[src/rtl/rbseq_pkg.sv]
package rbseq_pkg;

    typedef enum logic [2:0] {
        CMD_NOP = 3'd0,
        CMD_ACT = 3'd1,
        CMD_RD  = 3'd2,
        CMD_WR  = 3'd3,
        CMD_PRE = 3'd4
    } bank_cmd_e;

    typedef enum logic [2:0] {
        ST_IDLE,
        ST_PRE,
        ST_ACT,
        ST_COL,
        ST_CLOSE
    } seq_state_e;

    typedef enum logic [1:0] {
        ACC_HIT,
        ACC_EMPTY,
        ACC_CONFLICT
    } access_kind_e;

    // Timer slots, one per spacing rule
    localparam int unsigned GAP_RCD = 0;
    localparam int unsigned GAP_RP  = 1;
    localparam int unsigned GAP_RC  = 2;
    localparam int unsigned GAP_WTR = 3;
    localparam int unsigned GAP_NUM = 4;

    function automatic access_kind_e classify(input logic is_open, input logic row_match);
        if (!is_open)
            return ACC_EMPTY;
        else if (row_match)
            return ACC_HIT;
        else
            return ACC_CONFLICT;
    endfunction

    function automatic seq_state_e entry_state(input access_kind_e kind);
        case (kind)
            ACC_HIT:   return ST_COL;
            ACC_EMPTY: return ST_ACT;
            default:   return ST_PRE;
        endcase
    endfunction

    function automatic bank_cmd_e column_cmd(input logic is_write);
        return is_write ? CMD_WR : CMD_RD;
    endfunction

endpackage

[src/rtl/rbseq_gap_timer.sv]
// Down-counter that holds off a command until GAP cycles after an event.
module rbseq_gap_timer #(
    parameter int unsigned GAP = 1
) (
    input  logic clk,
    input  logic rst,
    input  logic fire,
    output logic ok
);
    localparam int unsigned CW = (GAP > 1) ? $clog2(GAP) : 1;
    localparam logic [CW-1:0] RELOAD = CW'(GAP - 1);

    logic [CW-1:0] remain;

    always_ff @(posedge clk) begin
        if (rst)
            remain <= '0;
        else if (fire)
            remain <= RELOAD;
        else if (remain != '0)
            remain <= remain - 1'b1;
    end

    assign ok = (remain == '0);
endmodule

[src/rtl/rbseq_row_tracker.sv]
// Records whether the bank holds a row and which one, from issued commands.
module rbseq_row_tracker
    import rbseq_pkg::*;
#(
    parameter int unsigned ROW_W = 14
) (
    input  logic             clk,
    input  logic             rst,
    input  bank_cmd_e        issue_cmd,
    input  logic [ROW_W-1:0] issue_row,
    output logic             bank_open,
    output logic [ROW_W-1:0] open_row
);
    always_ff @(posedge clk) begin
        if (rst) begin
            bank_open <= 1'b0;
            open_row  <= '0;
        end else begin
            case (issue_cmd)
                CMD_ACT: begin
                    bank_open <= 1'b1;
                    open_row  <= issue_row;
                end
                CMD_PRE: bank_open <= 1'b0;
                default: ;
            endcase
        end
    end
endmodule

[src/rtl/rbseq_fsm.sv]
// Accepts a request, picks the entry state from the access kind and steps
// through precharge / activate / column / trailing precharge.
module rbseq_fsm
    import rbseq_pkg::*;
#(
    parameter int unsigned ROW_W = 14,
    parameter int unsigned COL_W = 10
) (
    input  logic             clk,
    input  logic             rst,
    input  logic             policy_closed,
    input  logic             req_valid,
    output logic             req_ready,
    input  logic [ROW_W-1:0] req_row,
    input  logic [COL_W-1:0] req_col,
    input  logic             req_write,
    input  logic             req_same_row,
    input  logic             bank_open,
    input  logic [ROW_W-1:0] open_row,
    input  logic             rcd_ok,
    input  logic             rp_ok,
    input  logic             rc_ok,
    input  logic             wtr_ok,
    output bank_cmd_e        cmd,
    output logic [ROW_W-1:0] cmd_row,
    output logic [COL_W-1:0] cmd_col
);
    seq_state_e       state, state_nx;
    logic [ROW_W-1:0] lat_row;
    logic [COL_W-1:0] lat_col;
    logic             lat_write;
    logic             lat_close;
    logic             accept;
    logic             issued;
    access_kind_e     kind;

    assign req_ready = (state == ST_IDLE);
    assign accept    = req_valid && req_ready;
    assign kind      = classify(bank_open, open_row == req_row);

    // Command selection: each state waits for the timers that gate it
    always_comb begin
        cmd     = CMD_NOP;
        cmd_row = '0;
        cmd_col = '0;
        case (state)
            ST_PRE, ST_CLOSE: cmd = CMD_PRE;
            ST_ACT: begin
                if (rp_ok && rc_ok) begin
                    cmd     = CMD_ACT;
                    cmd_row = lat_row;
                end
            end
            ST_COL: begin
                if (rcd_ok && (lat_write || wtr_ok)) begin
                    cmd     = column_cmd(lat_write);
                    cmd_row = lat_row;
                    cmd_col = lat_col;
                end
            end
            default: ;
        endcase
    end

    assign issued = (cmd != CMD_NOP);

    always_comb begin
        state_nx = state;
        case (state)
            ST_IDLE:  if (accept) state_nx = entry_state(kind);
            ST_PRE:   if (issued) state_nx = ST_ACT;
            ST_ACT:   if (issued) state_nx = ST_COL;
            ST_COL:   if (issued) state_nx = lat_close ? ST_CLOSE : ST_IDLE;
            ST_CLOSE: if (issued) state_nx = ST_IDLE;
            default:  state_nx = ST_IDLE;
        endcase
    end

    always_ff @(posedge clk) begin
        if (rst) begin
            state     <= ST_IDLE;
            lat_row   <= '0;
            lat_col   <= '0;
            lat_write <= 1'b0;
            lat_close <= 1'b0;
        end else begin
            state <= state_nx;
            if (accept) begin
                lat_row   <= req_row;
                lat_col   <= req_col;
                lat_write <= req_write;
                lat_close <= policy_closed && !req_same_row;
            end
        end
    end
endmodule

[src/rtl/bank_cmd_seq.sv]
module bank_cmd_seq
    import rbseq_pkg::*;
#(
    parameter int unsigned ROW_W = 14,
    parameter int unsigned COL_W = 10,
    parameter int unsigned TRCD  = 3,
    parameter int unsigned TRP   = 3,
    parameter int unsigned TRC   = 10,
    parameter int unsigned TWTR  = 4
) (
    input  logic             clk,
    input  logic             rst,
    input  logic             policy_closed,
    input  logic             req_valid,
    output logic             req_ready,
    input  logic [ROW_W-1:0] req_row,
    input  logic [COL_W-1:0] req_col,
    input  logic             req_write,
    input  logic             req_same_row,
    output logic [2:0]       cmd_code,
    output logic [ROW_W-1:0] cmd_row,
    output logic [COL_W-1:0] cmd_col
);
    localparam int unsigned GAP_TAB [GAP_NUM] = '{TRCD, TRP, TRC, TWTR};

    bank_cmd_e        cmd;
    logic             bank_open;
    logic [ROW_W-1:0] open_row;
    logic [GAP_NUM-1:0] gap_fire;
    logic [GAP_NUM-1:0] gap_ok;

    assign gap_fire[GAP_RCD] = (cmd == CMD_ACT);
    assign gap_fire[GAP_RP]  = (cmd == CMD_PRE);
    assign gap_fire[GAP_RC]  = (cmd == CMD_ACT);
    assign gap_fire[GAP_WTR] = (cmd == CMD_WR);

    for (genvar g = 0; g < GAP_NUM; g++) begin : g_gap
        rbseq_gap_timer #(
            .GAP(GAP_TAB[g])
        ) u_gap (
            .clk (clk),
            .rst (rst),
            .fire(gap_fire[g]),
            .ok  (gap_ok[g])
        );
    end

    rbseq_row_tracker #(
        .ROW_W(ROW_W)
    ) u_track (
        .clk      (clk),
        .rst      (rst),
        .issue_cmd(cmd),
        .issue_row(cmd_row),
        .bank_open(bank_open),
        .open_row (open_row)
    );

    rbseq_fsm #(
        .ROW_W(ROW_W),
        .COL_W(COL_W)
    ) u_fsm (
        .clk          (clk),
        .rst          (rst),
        .policy_closed(policy_closed),
        .req_valid    (req_valid),
        .req_ready    (req_ready),
        .req_row      (req_row),
        .req_col      (req_col),
        .req_write    (req_write),
        .req_same_row (req_same_row),
        .bank_open    (bank_open),
        .open_row     (open_row),
        .rcd_ok       (gap_ok[GAP_RCD]),
        .rp_ok        (gap_ok[GAP_RP]),
        .rc_ok        (gap_ok[GAP_RC]),
        .wtr_ok       (gap_ok[GAP_WTR]),
        .cmd          (cmd),
        .cmd_row      (cmd_row),
        .cmd_col      (cmd_col)
    );

    assign cmd_code = cmd;
endmodule

[config.mk]
export PLATFORM = sky130hd
export DESIGN_NAME = bank_cmd_seq
export DESIGN_NICKNAME = d
export VERILOG_FILES = /design/src/rtl/rbseq_pkg.sv /design/src/rtl/rbseq_gap_timer.sv /design/src/rtl/rbseq_row_tracker.sv /design/src/rtl/rbseq_fsm.sv /design/src/rtl/bank_cmd_seq.sv
export SDC_FILE = /design/constraint.sdc
export NUM_CORES = 1
export LEC_CHECK = 0
export ABC_AREA = 1
export BUFFER_PORTS_ARGS = -buffer_cell sky130_fd_sc_hd__buf_4
export CAP_MARGIN = 20
export CORE_ASPECT_RATIO = 1.5
export CORE_UTILIZATION = 50
export CTS_BUF_LIST = sky130_fd_sc_hd__clkbuf_4 sky130_fd_sc_hd__clkbuf_8
export CTS_CLUSTER_DIAMETER = 60
export DETAILED_ROUTE_END_ITERATION = 7
export HOLD_SLACK_MARGIN = 0.1
export PLACE_DENSITY = 0.77
export SYNTH_ARGS = -nofsm -noshare
export SYNTH_HDL_FRONTEND = slang
export SYNTH_HIERARCHICAL = 1
export SYNTH_SLANG_ARGS = --single-unit
[constraint.sdc]
create_clock -name clk -period 1.99 [get_ports clk]
set_clock_uncertainty 0.1 [all_clocks]
set_input_delay 0.398 -clock clk [delete_from_list [all_inputs] [get_ports clk]]
set_output_delay 0.398 -clock clk [all_outputs]
set_load 0.01 [all_outputs]
==> impl_metrics.ini <==
[cts]
clockBufferDepth = 2
clk_latency_ns = 0.31
htree_num_levels = 2
cts.clk_slew.worst_paths_ns = 0.10
cts_tree = built
cts.sinks = 54
cts_buffers = 5
cts_root_buffer = clkbuf_8

[routing]
vias = 2863
ant_nets = 0
routed_wl_um = 7810
avgRoutedWirePerCell_um = 13.3
initialDrtViolationCount = 139
drt-pass1-iter-count = 4
post-route-drc-count = 0
vias_per_cell = 4.87

[timing]
hold_violations = 0
fmax_mhz = 449
rsz0062_at_grt = true
slew_violations = 0
finalSetupViolations = 39
min_period_ns = 2.22
fin_ws_ns = -0.235
fin_setup_tns_ns = -4.75
max-slew-margin-rel_pct = 64.7
finalCritPeriodShare_pct = 112
worst_pin_slew_ns = 0.529

[global_routing]
antenna_found_initial = 0
grt_pass1_wl_um = 11800
grtUsageTotal_pct = 25.3
grt_max_degree = 52
grt_pass1_vias = 2779
grt_overflow = 0

[floorplanning]
initial_core_util_pct = 52.9
dieArea_mm2 = 0.00586
io_pins = 58
core_mm2 = 0.00525
die_y_um = 93.2
rows = 32
die_width_um = 62.8

[setup_path]
worstPathRequired_ns = 1.49
path_max_fanout = 8
critPathLaunchType = register
crit_slowest_cell = dfxtp_2
critPathKind = reg -> out
path_depth = 10
cp_common_cell = inv_2
slowest_delay_ns = 0.34
crit_chain = inv_2 > ha_4 > inv_4 > nor3_4 > nand2_2 > inv_2 > a21oi_4 > buf_12 > nor2_4 > buf_6
reg2regPathDepth = 14
crit_buf_inv = 5
arrival_ns = 1.73
endpoint_kind = output port
cp_top_family = buffers and inverters

[yosys]
synth_top_area_share_pct = 39.0
syn_avg_cell_area_um2 = 6.41
synth_fp_nets = 465
syn_inst = 433
netlist_area_mm2 = 0.00277
dominantRegCellSynth = dfxtp_1
synth_cell_type_count = 28
async_reset_ff_share_pct = 0
post-synth-top-count-cell = nand2_1
ys_seq_area_share_pct = 39.0
synth_seq_cells = 54
synth.area.top_cells = dfxtp_1 (39%), nand2_1 (13%), inv_1 (12%)
synth_edf_count = 0
synth_commonest_cells = nand2_1 (99), inv_1 (86), nor2_1 (84), dfxtp_1 (54), a21oi_1 (33)
synth_top_cell_by_area = dfxtp_1
yosysWarnings = 6

[hold_path]
hold_class = in -> reg
min_delay_path_depth = 3

[placed_design]
gp_congestion = 0.777
io_buffers = 57
hpwlAfterDp_um = 4040
dp.cells = 553
dpl_cell_area_mm2 = 0.00327

[final_layout]
nFillCells = 373
antenna_cells = 0
fin_cells = 588
final_core_util_pct = 77.6
nNetsFinal = 551
fin_area_mm2 = 0.00407
final_layout_size_suffix_gt1_share_pct = 34.4
area_growth_pct = 46.8

[pwr]
irDropWorstVdd_v = 0.000706
power_w = 0.00466
powerDensity_mw_per_mm2 = 1140
p_leak_nw = 1.96

[outcome]
status = complete, but fails checks
violations = setup timing

[run]
maxCapViolations = 0
==> through the flow <==
step / worst slack (ns) / hold slack (ns)
global placement: 0.0930 / 0.339
floorplan: 0.0543 / 0.330
CTS: -0.193 / 0.249
finish: -0.235 / 0.257
global route: -0.276 / 0.266
detailed placement: 0.00247 / 0.345
==> where the power goes <==
group | total, W | internal, W | switching (W)
clock | 0.000764 | 0.000405 | 0.000359
combinational | 0.00240 | 0.00112 | 0.00128
sequential | 0.00149 | 0.00133 | 0.000159
==> worst min-delay path, stage by stage <==
cell and delay [ns]:
buf_4 0.08, o21ai_1 0.06, a21oi_1 0.10
==> area by class of cell <==
type / count / area (um2) / share of cell area (%)
Sequential cell: 54 / 1090 / 26.9
Clock buffer: 7 / 83.8 / 2.06
Inverter: 95 / 369 / 9.07
Tap cell: 68 / 85.1 / 2.09
Timing Repair Buffer: 92 / 901 / 22.1
Clock inverter: 1 / 30.0 / 0.738
Multi-Input combinational cell: 271 / 1510 / 37.1
==> worst paths after layout <==
path,start,slack [ns],endpoint
setup reg to reg,g_gap[2].u_gap/remain[0],-0.08,u_track/open_row[5]
setup / recovery,g_gap[2].u_gap/remain[0],-0.23,cmd_row[5]
hold / removal,req_col[6],0.26,u_fsm/lat_col[6]
hold reg to reg,u_fsm/lat_col[9],0.38,u_fsm/lat_col[9]
==> repair_timing <==
item	4_1_cts	5_1_grt
buffers inserted	18	6
pin swaps	7	13
setup endpoints to repair	27	49
endpoints found under the hold margin	0	0
cloned	2	3
resized for setup	78	45
hold buffers	0	0
==> registers in the layout, indices dropped and copies added (netlist names) <==
register and flops:
u_fsm/lat_row 14, u_fsm/lat_col 10, u_fsm/lat_write 1, u_fsm/state 3, u_fsm/lat_close 1, g_gap.u_gap/remain 10
u_track/open_row 14, u_track/bank_open 1
==> cells by family after synthesis <==
| kind of cell | synth area share (%) |
|---|---|
| AOI/OAI and AO/OA | 11.7 |
| xor gates and xnor gates | 0.632 |
| DFF | 39.0 |
| adders and majority gates | 0.902 |
| buffers and inverters | 16.7 |
| and+or+nand+nor | 31.0 |
==> metal layers <==
layer | part of all wire [%] | track usage, % | vias to the layer above
li1 | - | - | 1459
met1 | 38 | 25.2 | 1299
met2 | 55 | 50.6 | 84
met3 | 3.9 | 3.54 | 21
met4 | 3.2 | 11.2 | 0
met5 | 0 | 0 | -
==> cells in the final DEF, fill, tap and decap left out, types with 6 or more instances in the layout <==
master	n
nand2_1	89
inv_1	81
buf_4	58
nor2_1	56
dfxtp_1	46
a21oi_1	32
nor2_4	26
buf_6	26
o21ai_1	24
inv_2	11
nand2_2	11
nand3_1	7
dfxtp_2	7
nor2_2	6
Power figures use the tool's default switching activity.
